## src/rtl/fab_tx_pkg.sv

```systemverilog
package fab_tx_pkg;

  typedef enum logic [2:0] {
    SEL_IDLE = 3'd0,
    SEL_HEAD = 3'd1,
    SEL_EXT2 = 3'd2,
    SEL_DATA = 3'd3,
    SEL_TAIL = 3'd4
  } wsel_e;

  typedef enum logic [1:0] {
    VP_CLR   = 2'd0,
    VP_START = 2'd1,
    VP_FOLD  = 2'd2,
    VP_LAST  = 2'd3
  } vmode_e;

  typedef enum logic [1:0] {
    ST_BOUND,
    ST_EXT2,
    ST_DATA,
    ST_TAIL
  } seq_st_e;

  // A header type opens a frame when its low three bits are 1..6.
  function automatic logic is_frame_type(input logic [3:0] t);
    return (t[2:0] != 3'd0) && (t[2:0] != 3'd7);
  endfunction

  // Column-parity mode attached to each emitted word kind.
  function automatic vmode_e vmode_of(input wsel_e s);
    case (s)
      SEL_HEAD:           return VP_START;
      SEL_EXT2, SEL_DATA: return VP_FOLD;
      SEL_TAIL:           return VP_LAST;
      default:            return VP_CLR;
    endcase
  endfunction

endpackage

```

## src/rtl/fab_tx_ctl.sv

```systemverilog
module fab_tx_ctl
  import fab_tx_pkg::*;
#(
  parameter int LEN_W  = 8,
  parameter int TYPE_W = 4
) (
  input  logic              clk,
  input  logic              rst_n,
  input  logic              rec_valid,
  input  logic [TYPE_W-1:0] hdr_type,
  input  logic [LEN_W-1:0]  hdr_len,
  output logic              rec_ready,
  output logic [2:0]        word_sel,
  output logic              word_en,
  output logic [1:0]        vpar_mode,
  output logic              ev_first,
  output logic              ev_step,
  output logic              ev_idle
);

  localparam int RC_W = LEN_W - 1;

  // Records a frame needs: ceil(len/4), never less than one.
  function automatic logic [RC_W-1:0] recs_needed(input logic [LEN_W-1:0] len);
    logic [LEN_W:0] sum;
    sum = {1'b0, len} + (LEN_W+1)'(3);
    return (len == '0) ? RC_W'(1) : sum[LEN_W:2];
  endfunction

  seq_st_e         st_q, st_d;
  logic [RC_W-1:0] rem_q, rem_d;
  wsel_e           sel_c;
  logic            en_c, rdy_c;

  always_comb begin
    sel_c = SEL_IDLE;
    en_c  = 1'b0;
    rdy_c = 1'b0;
    st_d  = st_q;
    rem_d = rem_q;
    case (st_q)
      ST_BOUND: begin
        rdy_c = 1'b1;
        en_c  = 1'b1;
        if (rec_valid && is_frame_type(hdr_type[3:0])) begin
          sel_c = SEL_HEAD;
          st_d  = ST_EXT2;
          rem_d = recs_needed(hdr_len);
        end
      end
      ST_EXT2, ST_DATA: begin
        rdy_c = 1'b1;
        sel_c = (st_q == ST_EXT2) ? SEL_EXT2 : SEL_DATA;
        en_c  = rec_valid;
        if (rec_valid) begin
          rem_d = rem_q - RC_W'(1);
          st_d  = (rem_q == RC_W'(1)) ? ST_TAIL : ST_DATA;
        end
      end
      ST_TAIL: begin
        sel_c = SEL_TAIL;
        en_c  = 1'b1;
        st_d  = ST_BOUND;
      end
      default: st_d = ST_BOUND;
    endcase
  end

  always_ff @(posedge clk or negedge rst_n) begin
    if (!rst_n) begin
      st_q  <= ST_BOUND;
      rem_q <= '0;
    end else begin
      st_q  <= st_d;
      rem_q <= rem_d;
    end
  end

  assign rec_ready = rdy_c;
  assign word_sel  = sel_c;
  assign word_en   = en_c;
  assign vpar_mode = en_c ? vmode_of(sel_c) : VP_CLR;
  assign ev_first  = en_c && (sel_c == SEL_HEAD);
  assign ev_idle   = en_c && (sel_c == SEL_IDLE);
  assign ev_step   = en_c && (sel_c == SEL_EXT2 || sel_c == SEL_DATA || sel_c == SEL_TAIL);


  rem_nonzero_chk: assert property (@(posedge clk) disable iff (!rst_n)
    (st_q == ST_EXT2 || st_q == ST_DATA) |-> (rem_q != '0));


  head_then_ext_chk: assert property (@(posedge clk) disable iff (!rst_n)
    ev_first |=> (word_sel == SEL_EXT2));


  tail_no_take_chk: assert property (@(posedge clk) disable iff (!rst_n)
    (word_sel == SEL_TAIL) |-> !rec_ready);


  tail_then_bound_chk: assert property (@(posedge clk) disable iff (!rst_n)
    (word_sel == SEL_TAIL) |=> (rec_ready && word_en));


  stall_hold_chk: assert property (@(posedge clk) disable iff (!rst_n)
    (rec_ready && !word_en) |=> ($stable(word_sel) && $stable(rem_q)));

endmodule

```

## src/rtl/fab_tx_bcnt.sv

```systemverilog
module fab_tx_bcnt #(
  parameter int CNT_W  = 9,
  parameter int WORD_W = 32
) (
  input  logic             clk,
  input  logic             rst_n,
  input  logic             ev_first,
  input  logic             ev_step,
  input  logic             ev_idle,
  output logic [CNT_W-1:0] count
);

  localparam logic [CNT_W-1:0] STEP = CNT_W'(WORD_W / 8);

  function automatic logic [CNT_W-1:0] next_count(
    input logic [CNT_W-1:0] cur, input logic first, input logic step, input logic idle);
    if (idle)  return '0;
    if (first) return STEP;
    if (step)  return cur + STEP;
    return cur;
  endfunction

  logic [CNT_W-1:0] cnt_q;

  always_ff @(posedge clk or negedge rst_n) begin
    if (!rst_n) cnt_q <= '0;
    else        cnt_q <= next_count(cnt_q, ev_first, ev_step, ev_idle);
  end

  assign count = cnt_q;


  idle_zero_chk: assert property (@(posedge clk) disable iff (!rst_n)
    ev_idle |=> (count == '0));


  first_word_chk: assert property (@(posedge clk) disable iff (!rst_n)
    ev_first |=> (count == STEP));


  step_add_chk: assert property (@(posedge clk) disable iff (!rst_n)
    ev_step |=> (count == $past(count) + STEP));


  stall_count_chk: assert property (@(posedge clk) disable iff (!rst_n)
    !(ev_idle || ev_first || ev_step) |=> $stable(count));

endmodule

```

## src/rtl/fab_tx_hdr.sv

```systemverilog
module fab_tx_hdr #(
  parameter int RDY_W  = 2,
  parameter int TYPE_W = 4,
  parameter int PAD_W  = 2,
  parameter int LEN_W  = 8,
  localparam int HDR_W = RDY_W + TYPE_W + PAD_W + LEN_W
) (
  input  logic              clk,
  input  logic              rst_n,
  input  logic [RDY_W-1:0]  fab_rdy,
  input  logic [TYPE_W-1:0] hdr_type,
  input  logic [LEN_W-1:0]  hdr_len,
  output logic [HDR_W-1:0]  base_hdr,
  output logic [2*HDR_W-1:0] idle_word
);

  localparam int TYPE_LO = LEN_W + PAD_W;
  localparam int TYPE_HI = TYPE_LO + TYPE_W - 1;

  logic [HDR_W-1:0] low_half;

  assign base_hdr = {fab_rdy, hdr_type, {PAD_W{1'b0}}, hdr_len};

  for (genvar i = 0; i < HDR_W; i++) begin : g_cmp
    if (i >= TYPE_LO && i <= TYPE_HI) begin : g_force
      assign low_half[i] = 1'b1;
    end else begin : g_inv
      assign low_half[i] = ~base_hdr[i];
    end
  end

  assign idle_word = {base_hdr, low_half};


  idle_rdy_inv_chk: assert property (@(posedge clk) disable iff (!rst_n)
    idle_word[HDR_W-1 -: RDY_W] == ~fab_rdy);


  idle_len_inv_chk: assert property (@(posedge clk) disable iff (!rst_n)
    (idle_word[LEN_W-1:0] ^ hdr_len) == {LEN_W{1'b1}});

endmodule

```

## src/rtl/fab_tx_seq.sv

```systemverilog
module fab_tx_seq
  import fab_tx_pkg::*;
#(
  parameter int REC_W  = 44,
  parameter int WORD_W = 32,
  parameter int LEN_W  = 8,
  parameter int CNT_W  = 9,
  parameter int RDY_W  = 2,
  localparam int TYPE_W = 4,
  localparam int PAD_W  = 2,
  localparam int TAG_W  = TYPE_W + LEN_W,
  localparam int HDR_W  = RDY_W + TYPE_W + PAD_W + LEN_W
) (
  input  logic              clk,
  input  logic              rst_n,
  input  logic              rec_valid,
  input  logic [TAG_W-1:0]  rec_tag,
  input  logic [RDY_W-1:0]  fab_rdy,
  output logic              rec_ready,
  output logic [2:0]        word_sel,
  output logic              word_en,
  output logic [1:0]        vpar_mode,
  output logic [CNT_W-1:0]  byte_count,
  output logic              last_word,
  output logic [HDR_W-1:0]  base_hdr,
  output logic [2*HDR_W-1:0] idle_word
);

  logic [TYPE_W-1:0] hdr_type;
  logic [LEN_W-1:0]  hdr_len;
  logic              ev_first, ev_step, ev_idle;

  assign hdr_type = rec_tag[TAG_W-1 -: TYPE_W];
  assign hdr_len  = rec_tag[LEN_W-1:0];

  fab_tx_ctl #(.LEN_W(LEN_W), .TYPE_W(TYPE_W)) u_ctl (
    .clk(clk), .rst_n(rst_n), .rec_valid(rec_valid),
    .hdr_type(hdr_type), .hdr_len(hdr_len),
    .rec_ready(rec_ready), .word_sel(word_sel), .word_en(word_en),
    .vpar_mode(vpar_mode),
    .ev_first(ev_first), .ev_step(ev_step), .ev_idle(ev_idle)
  );

  fab_tx_bcnt #(.CNT_W(CNT_W), .WORD_W(WORD_W)) u_bcnt (
    .clk(clk), .rst_n(rst_n),
    .ev_first(ev_first), .ev_step(ev_step), .ev_idle(ev_idle),
    .count(byte_count)
  );

  fab_tx_hdr #(.RDY_W(RDY_W), .TYPE_W(TYPE_W), .PAD_W(PAD_W), .LEN_W(LEN_W)) u_hdr (
    .clk(clk), .rst_n(rst_n), .fab_rdy(fab_rdy),
    .hdr_type(hdr_type), .hdr_len(hdr_len),
    .base_hdr(base_hdr), .idle_word(idle_word)
  );

  assign last_word = word_en && (word_sel == SEL_TAIL);


  last_then_free_chk: assert property (@(posedge clk) disable iff (!rst_n)
    last_word |=> rec_ready);


  last_vpar_chk: assert property (@(posedge clk) disable iff (!rst_n)
    last_word |-> (vpar_mode == VP_LAST && !rec_ready));


  sel_range_chk: assert property (@(posedge clk) disable iff (!rst_n)
    word_sel <= 3'd4);

endmodule

```

## config.mk

```make
export PLATFORM = sky130hd
export DESIGN_NAME = fab_tx_seq
export DESIGN_NICKNAME = d
export VERILOG_FILES = /design/src/rtl/fab_tx_pkg.sv /design/src/rtl/fab_tx_ctl.sv /design/src/rtl/fab_tx_bcnt.sv /design/src/rtl/fab_tx_hdr.sv /design/src/rtl/fab_tx_seq.sv
export SDC_FILE = /design/constraint.sdc
export NUM_CORES = 1
export LEC_CHECK = 0
export ABC_CLOCK_PERIOD_IN_PS = 5000
export BUFFER_PORTS_ARGS = -buffer_cell sky130_fd_sc_hd__buf_2
export CAP_MARGIN = 20
export CELL_PAD_IN_SITES_DETAIL_PLACEMENT = 1
export CELL_PAD_IN_SITES_GLOBAL_PLACEMENT = 1
export CORE_ASPECT_RATIO = 2
export CORE_MARGIN = 10
export CORE_UTILIZATION = 25
export DETAILED_ROUTE_END_ITERATION = 10
export PLACE_DENSITY = 0.67
export SYNTH_ARGS = -nofsm -noshare
export SYNTH_HDL_FRONTEND = slang
export SYNTH_SLANG_ARGS = --single-unit
```

## constraint.sdc

```tcl
create_clock -name clk -period 5 [get_ports clk]
set_input_delay 0.5 -clock clk [delete_from_list [all_inputs] [get_ports clk]]
set_output_delay 0.5 -clock clk [all_outputs]
set_load 0.01 [all_outputs]
```

==> reports/results.txt <==
# fillers = 756
max-slew violation count = 0
R2R Path Start = u_ctl.st_q[0]
commonest cells in the netlist = 42 x buf_4, 18 x inv_1, 16 x dfrtp_1
post-synthesis instance total = 186
Core Footprint = 6006 sq um
Rel. slew slack = 59.99%
Hold/Removal Path Class = input port to asynchronous set/reset pin
leakage = 0.0008737 uW
crit-path cells = inv_1 > ha_1 > nor2b_1 > nor2_1 > buf_2
Vias = 1349
Synth area leaders = dfrtp_1 26%, buf_4 20%, ha_1 6.5%
Tmin final = 2.823 ns
number of DRC markers in iteration 0 = 22
outcome = completed
sequential element share of the synthesized area = 25.91%
CP required = 4.50 ns
worst setup path category = register to output port
Crit Path Max Fanout = 20
largest net degree at the start of global routing = 21
Synth area leader = dfrtp_1
Worst path max stage delay = 0.68 ns
Netlist cell types = 41
Logic pwr share = 58.3%
CP Launch Type = register
endpoints failing hold = 0
vias in the first global route = 1555
Worst Hold Margin = 0.1763 ns
Seq pwr share = 23.9%
Die Wd = 75.59 um
count leader, synth = buf_4
Clock Pin Slew Worst Setup and Hold Paths = 0.05 ns
remaining global-route overflow = 0
mean number of vias per cell = 4.767
Crit. End Element = output port
fmax = 354.2 MHz
htree depth = 1
PD cells = 551.5 nW/um^2
drt total wl = 4371 um
RSZ-0062 raised after global routing = false
CTS tree = built
Yosys top cell area share = 25.91%
layout cells sized above 1 = 34.55%
diode count = 0
die area = 9916 sq um
Avg WL per Cell = 15.45 um
initial antenna violation count = 0
setup TNS = 0 ns
Sw Pwr = 434.7 uW
mean post-synth cell area = 8.308 sq um
Layout area overhead = 13.20%
clk_skew = 0.002471 ns
post-CTS sizing = 0
synthesized area = 1545 sq um
initial cell density of the core = 25.73%
num ports = 82
Max IR drop VDD = 0.1609 mV
DRC = 0
Clk pwr share = 17.8%
critical path data arrival time = 2.32 ns
Tightest Pin Transition = 0.6002 ns
Yosys warning count = 0
Die Ht = 131.2 um
GRT Total Usage = 8.899%
Final Setup Violations = 0
reg2reg path depth = 6
Post-synth EDFFs = 0
dpl hpwl = 3784 um
dominant synthesized flop cell = dfrtp_1
Post-CTS Hold Fix Bufs = 0
#FFs+latches synth = 16
fin crit share = 56.46%
sw frac = 45.06%
reg2reg setup slack = 2.63 ns
clock sink count = 16
Port Buffers = 66
first-pass GRT wire length = 7224 um
maxcap violations = 0
RePlAce Congestion = 0.6924
Core Rows = 40
Final ANT Viol Nets = 0
Num CTS Buffers = 3
ys async rst share = 100.0%
Root Buffer Master = clkbuf_16
Setup Buffers After CTS = 0
fin nets = 246
cell internal pwr = 530.0 uW
Clock Latency Late Sink = 0.24 ns
first-pass detailed-route iteration total = 4
slowest CP cell = ha_1
RR Endpoint = u_bcnt.count[8]
CTS max path bufs = 2
[area by class of cell]
class | instances | area, sq um | area share, %
Clock buffer | 4 | 88.84 | 5.079
Tap cell | 63 | 78.83 | 4.506
Multi-Input combinational cell | 115 | 779.5 | 44.56
Sequential cell | 16 | 400.4 | 22.89
Timing Repair Buffer | 66 | 330.3 | 18.88
Inverter | 19 | 71.32 | 4.077
[power by group through the flow]
stage                     clock network (uW)  registers (uW)  logic, uW
after floorplan                            0             222        433
after global placement                     0             230        560
after detailed placement                   0             233        573
after CTS                                176             232        574
after global routing                     183             241        639
final                                    172             231        562
[logic make-up (layout without fill, tap and decap cells)]
kind of cell | Yosys count | count (layout) | share of synthesized area (%)
compound gates | 33 | 33 | 15.63
xor+xnor | 10 | 10 | 5.668
fa+ha+maj | 8 | 8 | 6.478
buf+inv | 65 | 89 | 26.07
flops | 16 | 16 | 25.91
mux | 2 | 2 | 1.296
other cells | 2 | 12 | 0.4860
simple gates | 50 | 50 | 18.46
[worst max-delay path: cells and delay by family (launching register included)]
kind / cells / cell delay (ns)
adder cells (fa/ha/maj): 1 / 0.68
buffers and inverters: 2 / 0.28
AND/OR/NAND/NOR: 2 / 0.72
flip-flops: 1 / 0.40
[per-stage QoR]
stage          utilization (%)  total power, uW  setup slack (ns)  area, sq um  instances
4_1_cts                  29.13            981.8             2.175         1749        283
3_3_place_gp             27.65            789.3             2.472         1660        279
3_5_place_dp             27.65            805.7             2.437         1660        279
6_report                 29.13            964.7             2.177         1749        283
5_1_grt                  29.13             1063             1.913         1749        283
2_1_floorplan                -            655.1             3.021         1583        196
[sequential cells by signal, summed over array words and instances, names as in the netlist]
| register | cells |
|---|---|
| u_ctl.st_q | 2 |
| u_bcnt.count | 7 |
| u_ctl.rem_q | 7 |
[placed cells by master, fill, tap and decap left out, drive strengths merged, types with 4 or more instances in the layout]
cell and n:
nand3 4, a221o 4, or3 5, o21ai 11, xnor2 10, nor2 9
nand2 9, conb 12, clkbuf 4, inv 19, ha 8, buf 66
dfrtp 16
[routing by layer]
layer / up-vias / global-route usage [%] / part of all wire [%]
met5: - / 0 / 0
met4: 0 / 3.430 / 1.6
met3: 4 / 2.338 / 9.3
met2: 61 / 16.78 / 55
met1: 639 / 8.396 / 34
li1: 645 / - / -
[how the worst max path moves through the flow]
stage | end | depth (start not counted) | startpoint
4_1_cts | vpar_mode[1] | 5 | u_ctl.st_q[0]
5_1_grt | vpar_mode[1] | 5 | u_ctl.st_q[0]
2_1_floorplan | vpar_mode[1] | 6 | u_ctl.st_q[0]
6_report | vpar_mode[1] | 5 | u_ctl.st_q[0]
3_3_place_gp | vpar_mode[1] | 5 | u_ctl.st_q[0]
3_5_place_dp | vpar_mode[1] | 5 | u_ctl.st_q[0]
No activity file was read; power rests on OpenSTA's default activity.
